<file path="config.mk">
export PLATFORM = sky130hd
export DESIGN_NAME = chg_cycle_ctrl
export DESIGN_NICKNAME = d
export VERILOG_FILES = /design/src/rtl/chg_pkg.sv /design/src/rtl/chg_span_timer.sv /design/src/rtl/chg_led_decode.sv /design/src/rtl/chg_cycle_ctrl.sv
export SDC_FILE = /design/constraint.sdc
export NUM_CORES = 1
export LEC_CHECK = 0
export BUFFER_PORTS_ARGS = -buffer_cell sky130_fd_sc_hd__buf_2
export CAP_MARGIN = 20
export CORE_MARGIN = 5
export CORE_UTILIZATION = 55
export DETAILED_ROUTE_END_ITERATION = 8
export PLACE_DENSITY = 0.76
export SYNTH_ARGS = -nofsm -noshare
export SYNTH_HDL_FRONTEND = slang
export SYNTH_SLANG_ARGS = --single-unit
</file>
<file path="constraint.sdc">
create_clock -name clk_i -period 7.1 [get_ports clk_i]
set_input_delay 0.71 -clock clk_i [delete_from_list [all_inputs] [get_ports clk_i]]
set_output_delay 0.71 -clock clk_i [all_outputs]
set_load 0.005 [all_outputs]
</file>
<file path="src/rtl/chg_pkg.sv">
package chg_pkg;
  typedef enum logic [2:0] {
    ST_OFF, ST_DISCH, ST_PEND, ST_FAST, ST_TOPOFF, ST_DONE, ST_MCV, ST_ABSENT
  } chg_state_e;

  localparam logic [1:0] PH_NONE    = 2'd0;
  localparam logic [1:0] PH_TRICKLE = 2'd1;
  localparam logic [1:0] PH_FAST    = 2'd2;
  localparam logic [1:0] PH_TOPOFF  = 2'd3;
endpackage

</file>
<file path="src/rtl/chg_span_timer.sv">
module chg_span_timer #(
  parameter int W = 8
) (
  input  logic         clk_i,
  input  logic         rst_ni,
  input  logic         clr_i,
  input  logic         run_i,
  input  logic         tick_i,
  input  logic [W-1:0] limit_i,
  output logic         done_o
);
  logic [W-1:0] cnt_q;

  always_ff @(posedge clk_i or negedge rst_ni) begin
    if (!rst_ni)                                   cnt_q <= '0;
    else if (clr_i)                                cnt_q <= '0;
    else if (run_i && tick_i && cnt_q < limit_i)   cnt_q <= cnt_q + 1'b1;
  end

  assign done_o = run_i && (cnt_q >= limit_i);
endmodule

</file>
<file path="src/rtl/chg_led_decode.sv">
module chg_led_decode
  import chg_pkg::*;
(
  input  chg_state_e state_i,
  input  logic [1:0] mode_i,
  input  logic       blink_i,
  output logic       led1_o,
  output logic       led2_o
);
  always_comb begin
    {led1_o, led2_o} = 2'b00;
    unique case (mode_i)
      2'd1: begin
        case (state_i)
          ST_PEND:   {led1_o, led2_o} = 2'b10;
          ST_DISCH:  {led1_o, led2_o} = 2'b01;
          ST_TOPOFF: {led1_o, led2_o} = 2'b11;
          default:   {led1_o, led2_o} = 2'b00;
        endcase
      end
      2'd2: begin
        case (state_i)
          ST_PEND, ST_DISCH:  {led1_o, led2_o} = {1'b0, blink_i};
          ST_FAST:            {led1_o, led2_o} = 2'b01;
          ST_TOPOFF, ST_DONE: {led1_o, led2_o} = 2'b10;
          default:            {led1_o, led2_o} = 2'b00;
        endcase
      end
      default: begin
        case (state_i)
          ST_PEND, ST_DISCH:  {led1_o, led2_o} = 2'b11;
          ST_FAST:            {led1_o, led2_o} = 2'b01;
          ST_TOPOFF, ST_DONE: {led1_o, led2_o} = 2'b10;
          default:            {led1_o, led2_o} = 2'b00;
        endcase
      end
    endcase
  end
endmodule

</file>
<file path="src/rtl/chg_cycle_ctrl.sv">
module chg_cycle_ctrl
  import chg_pkg::*;
#(
  parameter int SAFE_UNIT_TICKS = 1440,
  parameter int MCV_TICKS       = 12
) (
  input  logic       clk_i,
  input  logic       rst_ni,
  input  logic       tick_i,
  input  logic       supply_ok_i,
  input  logic       chg_enable_i,
  input  logic       dis_cmd_ni,
  input  logic       cell_over_max_i,
  input  logic       cell_below_edv_i,
  input  logic       temp_cut_i,
  input  logic       temp_hot_i,
  input  logic       temp_cold_i,
  input  logic       term_slope_i,
  input  logic       term_vdrop_i,
  input  logic       peak_mode_i,
  input  logic       topoff_en_i,
  input  logic [2:0] cfg_timer_i,
  input  logic [1:0] disp_mode_i,
  output logic       dis_o,
  output logic [1:0] phase_o,
  output logic       led1_o,
  output logic       led2_o
);
  localparam int CW = $clog2(SAFE_UNIT_TICKS * 128 + 1);
  localparam int MW = $clog2(MCV_TICKS + 1);

  chg_state_e state_q, state_n, start_st;
  logic dcmd_q, over_q, blink_q;
  logic run, dcmd_fall, over_fall, cold_bad, qualified, fast_end;
  logic safe_done, mcv_done, st_change;
  logic [CW-1:0] safe_lim;

  assign run       = supply_ok_i && chg_enable_i;
  assign dcmd_fall = dcmd_q && !dis_cmd_ni;
  assign over_fall = over_q && !cell_over_max_i;
  assign cold_bad  = temp_cold_i && !peak_mode_i;
  assign qualified = !cell_below_edv_i && !cell_over_max_i && !temp_hot_i &&
                     !temp_cut_i && !cold_bad;
  assign fast_end  = term_slope_i || term_vdrop_i || temp_cut_i || cold_bad || safe_done;
  assign start_st  = dis_cmd_ni ? ST_PEND : ST_DISCH;
  assign safe_lim  = CW'(SAFE_UNIT_TICKS) << cfg_timer_i;
  assign st_change = (state_n != state_q);

  always_comb begin
    state_n = state_q;
    if (!run)                  state_n = ST_OFF;
    else if (dcmd_fall)        state_n = ST_DISCH;
    else if (state_q == ST_OFF) state_n = start_st;
    else if (cell_over_max_i && state_q != ST_MCV && state_q != ST_ABSENT)
                               state_n = ST_MCV;
    else begin
      case (state_q)
        ST_DISCH:  if (cell_below_edv_i) state_n = ST_PEND;
        ST_PEND:   if (qualified)        state_n = ST_FAST;
        ST_FAST:   if (fast_end)         state_n = topoff_en_i ? ST_TOPOFF : ST_DONE;
        ST_TOPOFF: if (temp_cut_i || safe_done) state_n = ST_DONE;
        ST_MCV: begin
          if (!cell_over_max_i) state_n = ST_DONE;
          else if (mcv_done)    state_n = ST_ABSENT;
        end
        ST_ABSENT: if (over_fall)        state_n = start_st;
        default:   state_n = state_q;
      endcase
    end
  end

  always_ff @(posedge clk_i or negedge rst_ni) begin
    if (!rst_ni) begin
      state_q <= ST_OFF;
      dcmd_q  <= 1'b1;
      over_q  <= 1'b0;
      blink_q <= 1'b0;
    end else begin
      state_q <= state_n;
      dcmd_q  <= dis_cmd_ni;
      over_q  <= cell_over_max_i;
      if (tick_i) blink_q <= ~blink_q;
    end
  end

  chg_span_timer #(.W(CW)) u_safe_tmr (
    .clk_i   (clk_i),
    .rst_ni  (rst_ni),
    .clr_i   (st_change),
    .run_i   (state_q == ST_FAST || state_q == ST_TOPOFF),
    .tick_i  (tick_i),
    .limit_i (safe_lim),
    .done_o  (safe_done)
  );

  chg_span_timer #(.W(MW)) u_mcv_tmr (
    .clk_i   (clk_i),
    .rst_ni  (rst_ni),
    .clr_i   (st_change),
    .run_i   (state_q == ST_MCV),
    .tick_i  (tick_i),
    .limit_i (MW'(MCV_TICKS)),
    .done_o  (mcv_done)
  );

  always_comb begin
    case (state_q)
      ST_PEND, ST_DONE: phase_o = PH_TRICKLE;
      ST_FAST:          phase_o = PH_FAST;
      ST_TOPOFF:        phase_o = PH_TOPOFF;
      default:          phase_o = PH_NONE;
    endcase
  end

  assign dis_o = (state_q == ST_DISCH);

  chg_led_decode u_led (
    .state_i (state_q),
    .mode_i  (disp_mode_i),
    .blink_i (blink_q),
    .led1_o  (led1_o),
    .led2_o  (led2_o)
  );
endmodule

</file>
==> reports/results.tsv <==
stage	metric	value	unit
outcome	status	complete, no violations	
yosys	largest family of logic cells by synthesized area	simple AND/OR/NAND/NOR gates	
global_route	initial antenna violation count	0	
placed_design	Area after DPL	2350	um^2
die	# IOs	25	
yosys	Synth Instances	261	
placed_design	port bufs	24	
die	CORE AREA	3970	um^2
yosys	commonest cells in the netlist	nor2_1 (40), dfrtp_1 (27), ha_1 (24)	
timing	RSZ-0062 raised after global routing	false	
placed_design	Detailed Place HPWL	3600	um
pwr	P per Cell Area	143	nW/um^2
global_route	number of global-route vias before repair	1736	
worst_setup_path	CP max stage cell	nand4_1	
timing	Slew Viols, Final	0	
worst_setup_path	critical path's largest stage delay	0.74	ns
worst_setup_path	Most Frequent Cell on Critical Path	ha_1	
global_route	global-route total usage across every layer	18.4	%
layout	Non-Filler Instances	328	
global_route	largest net degree at the start of global routing	29	
clock_network	PostCTS Resize Cnt	0	
clock_network	TritonCTS clock tree	done	
worst_setup_path	worst path buffer plus inverter count	2	
yosys	Synth Cell Area	2220	um^2
routing	DRC Markers	0	
yosys	most common cell in the netlist	nor2_1	
die	area of the die	5410	um^2
yosys	synthesized net count	305	
yosys	area share of fa/ha/maj cells after synthesis	13.5	%
worst_setup_path	startpoint types	input port	
timing	worst clock skew	0.00207	ns
layout	Ant. Diodes	0	
timing	Final Critical Period	3.71	ns
yosys	compound-cell area share of the yosys netlist	12.8	%
worst_setup_path	CP Data Required Time	7.28	ns
die	Die H	73.6	um
placed_design	Cells after DPL	324	
clock_network	post-CTS setup buffer count	0	
die	Die Wd	73.6	um
pwr	leakage	1.10	nW
layout	FILL cells	354	
worst_setup_path	Worst path top cell family by delay	simple AND/OR/NAND/NOR gates	
layout	share of layout cells above drive strength 1	14.4	%
clock_network	H-tree levels	1	
routing	Routed wire per std cell	14.2	um
yosys	ranking of synthesized cells by area	dfrtp_1 (30%), ha_1 (14%), nor2_1 (6.8%)	
timing	final setup margin	3.39	ns
worst_setup_path	Worst setup EP type	flip-flop	
routing	drt pass-1 iters	4	
layout	Util after Layout	61.0	%
placed_design	Placer Congestion	0.916	
worst_setup_path	WS Path Type	input port to flip-flop	
clock_network	Sink Count	28	
worst_setup_path	WP data arrival	3.89	ns
timing	setup_tns	0	ns
global_route	first-pass GRT wire length	7950	um
timing	Peak Freq	269	MHz
yosys	main flop type after synthesis	dfrtp_1	
timing	Tcrit/Tclk final	52.3	%
yosys	mux contribution to synthesized area	2.31	%
die	row count	23	
timing	Min Hold Slack	0.447	ns
die	Initial Util	56.0	%
yosys	XOR/XNOR share of the synthesized area	7.88	%
routing	DR iter-0 viols	105	
clock_network	hold-fix buffers at CTS	0	
pwr	Max VDD drop	0.159	mV
clock_network	clock buffer count from CTS	3	
clock_network	Root Buffer	clkbuf_8	
yosys	Seq/Total Area, Yosys	31.6	%
hold_path	HP Class	input port to asynchronous set/reset pin	
yosys	Async SR Flop Fraction	100	%
yosys	synth warn	0	
layout	area grow syn2layout	9.00	%
timing	setup violators final	0	
routing	drt via density	5.73	
clock_network	Max Buffers Root-to-Sink	2	
global_route	total global routing overflow	0	
yosys	Post-Syn Area per Cell	8.52	um^2
layout	Final Instance Area	2420	um^2
yosys	area share of the leading cell type in the synthesized netlist	30.4	%
worst_setup_path	Crit Path Max Fanout	22	
layout	nets	323	
routing	routed via count	1878	
flow_run	Max Cap Viol	0	
yosys	Synth area leader	dfrtp_1	
routing	Antenna Nets Post-Route	0	
yosys	Post-Synth Simple-Gate Area	27.5	%
placed_design	Setup WS pre-CTS	3.10	ns
worst_setup_path	worst-path cell chain	buf_2 > inv_1 > ha_1 > or2_2 > ha_1 > o21ai_0 > nand2b_1 > a31oi_1 > and4_1 > or4_1 > nand4_1 > a21oi_1	
clock_network	worst skew pair latency	0.27	ns
pwr	Power, Total	0.347	mW
timing	Worst slew margin	35.0	%
timing	Hold Fails Final Rpt	0	
routing	Post-Route WL	4660	um
clock_network	Reg clk slew, reported paths	0.10	ns
yosys	EDFF count, synth	0	
yosys	Synth cell types	54	
timing	Worst Max-Slew Pin Slew	0.972	ns
yosys	#FFs+latches synth	28	
==> power by group <==
group | switching (mW) | internal [mW]
combinational | 0.0313 | 0.0205
sequential | 0.00571 | 0.164
clock | 0.0504 | 0.0755
==> cell type report <==
| cell class | count | area, um^2 | share of cell area, % |
|---|---|---|---|
| clock buffers | 3 | 41.3 | 1.70 |
| clock inverters | 1 | 30.0 | 1.24 |
| inverters | 12 | 45.0 | 1.86 |
| multi-input cells | 210 | 1420 | 58.7 |
| flip-flops and latches | 28 | 702 | 29.0 |
| well taps | 50 | 62.6 | 2.58 |
| repair buffers | 24 | 120 | 4.96 |
==> layout by cell type (no fill, tap or decap), drive strengths merged, types with 2 or more instances in the layout <==
cell type	n
nor2	41
dfrtp	27
ha	24
buf	24
nand2	19
xnor2	14
nand3	13
inv	12
a21oi	11
o21ai	10
nand4	8
nand2b	7
xor2	6
nor2b	4
mux2i	4
or2	4
nor3	4
a31oi	3
and4	3
and3	3
clkbuf	3
nor3b	3
and2	2
o22ai	2
o21a	2
nor4b	2
a311oi	2
or4	2
==> cell families (layout without fill, tap and decap cells) <==
family,after synthesis,in the layout
AO/OA/AOI/OAI,43,43
XOR/XNOR,20,20
adder cells (fa/ha/maj),24,24
buffers and inverters,23,40
flip-flops,28,28
multiplexers,5,5
AND/OR/NAND/NOR,118,118
==> final timing paths <==
| kind | from | cells after the start | slack (ns) | to |
|---|---|---|---|---|
| setup / recovery | cfg_timer_i[0] | 12 | 3.39 | u_mcv_tmr.cnt_q[1] |
| hold reg to reg | blink_q | 1 | 0.47 | blink_q |
| min in group clk_i | blink_q | 1 | 0.47 | blink_q |
| hold / removal | rst_ni | 1 | 0.45 | u_safe_tmr.cnt_q[15] |
| max in group asynchronous | rst_ni | 1 | 6.24 | u_safe_tmr.cnt_q[2] |
| setup reg to reg | u_safe_tmr.cnt_q[9] | 8 | 4.03 | u_mcv_tmr.cnt_q[1] |
==> worst reg2reg max path, stage by stage (launching register included) <==
cell and delay [ns]:
dfrtp_1 0.45, ha_1 0.35, a211oi_2 0.17, o21ai_1 0.11, a31o_1 0.22, o31ai_1 0.30, a311o_1 0.22, nand4_1 0.76
a21oi_1 0.39
==> registers in the layout (all words and copies together), names as in the netlist <==
register / flops
u_safe_tmr.cnt_q: 18
state_q: 3
over_q: 1
u_mcv_tmr.cnt_q: 4
dcmd_q: 1
blink_q: 1
==> routing by layer <==
metal  GRT usage (%)  wire [um]  vias to the layer above
li1                -          -                      949
met1            27.7       2340                      889
met2            27.9       2110                       38
met3            3.42        191                        2
met4            2.62         19                        0
met5               0          0                        -
Note: power is estimated with default switching activity, not from simulation.
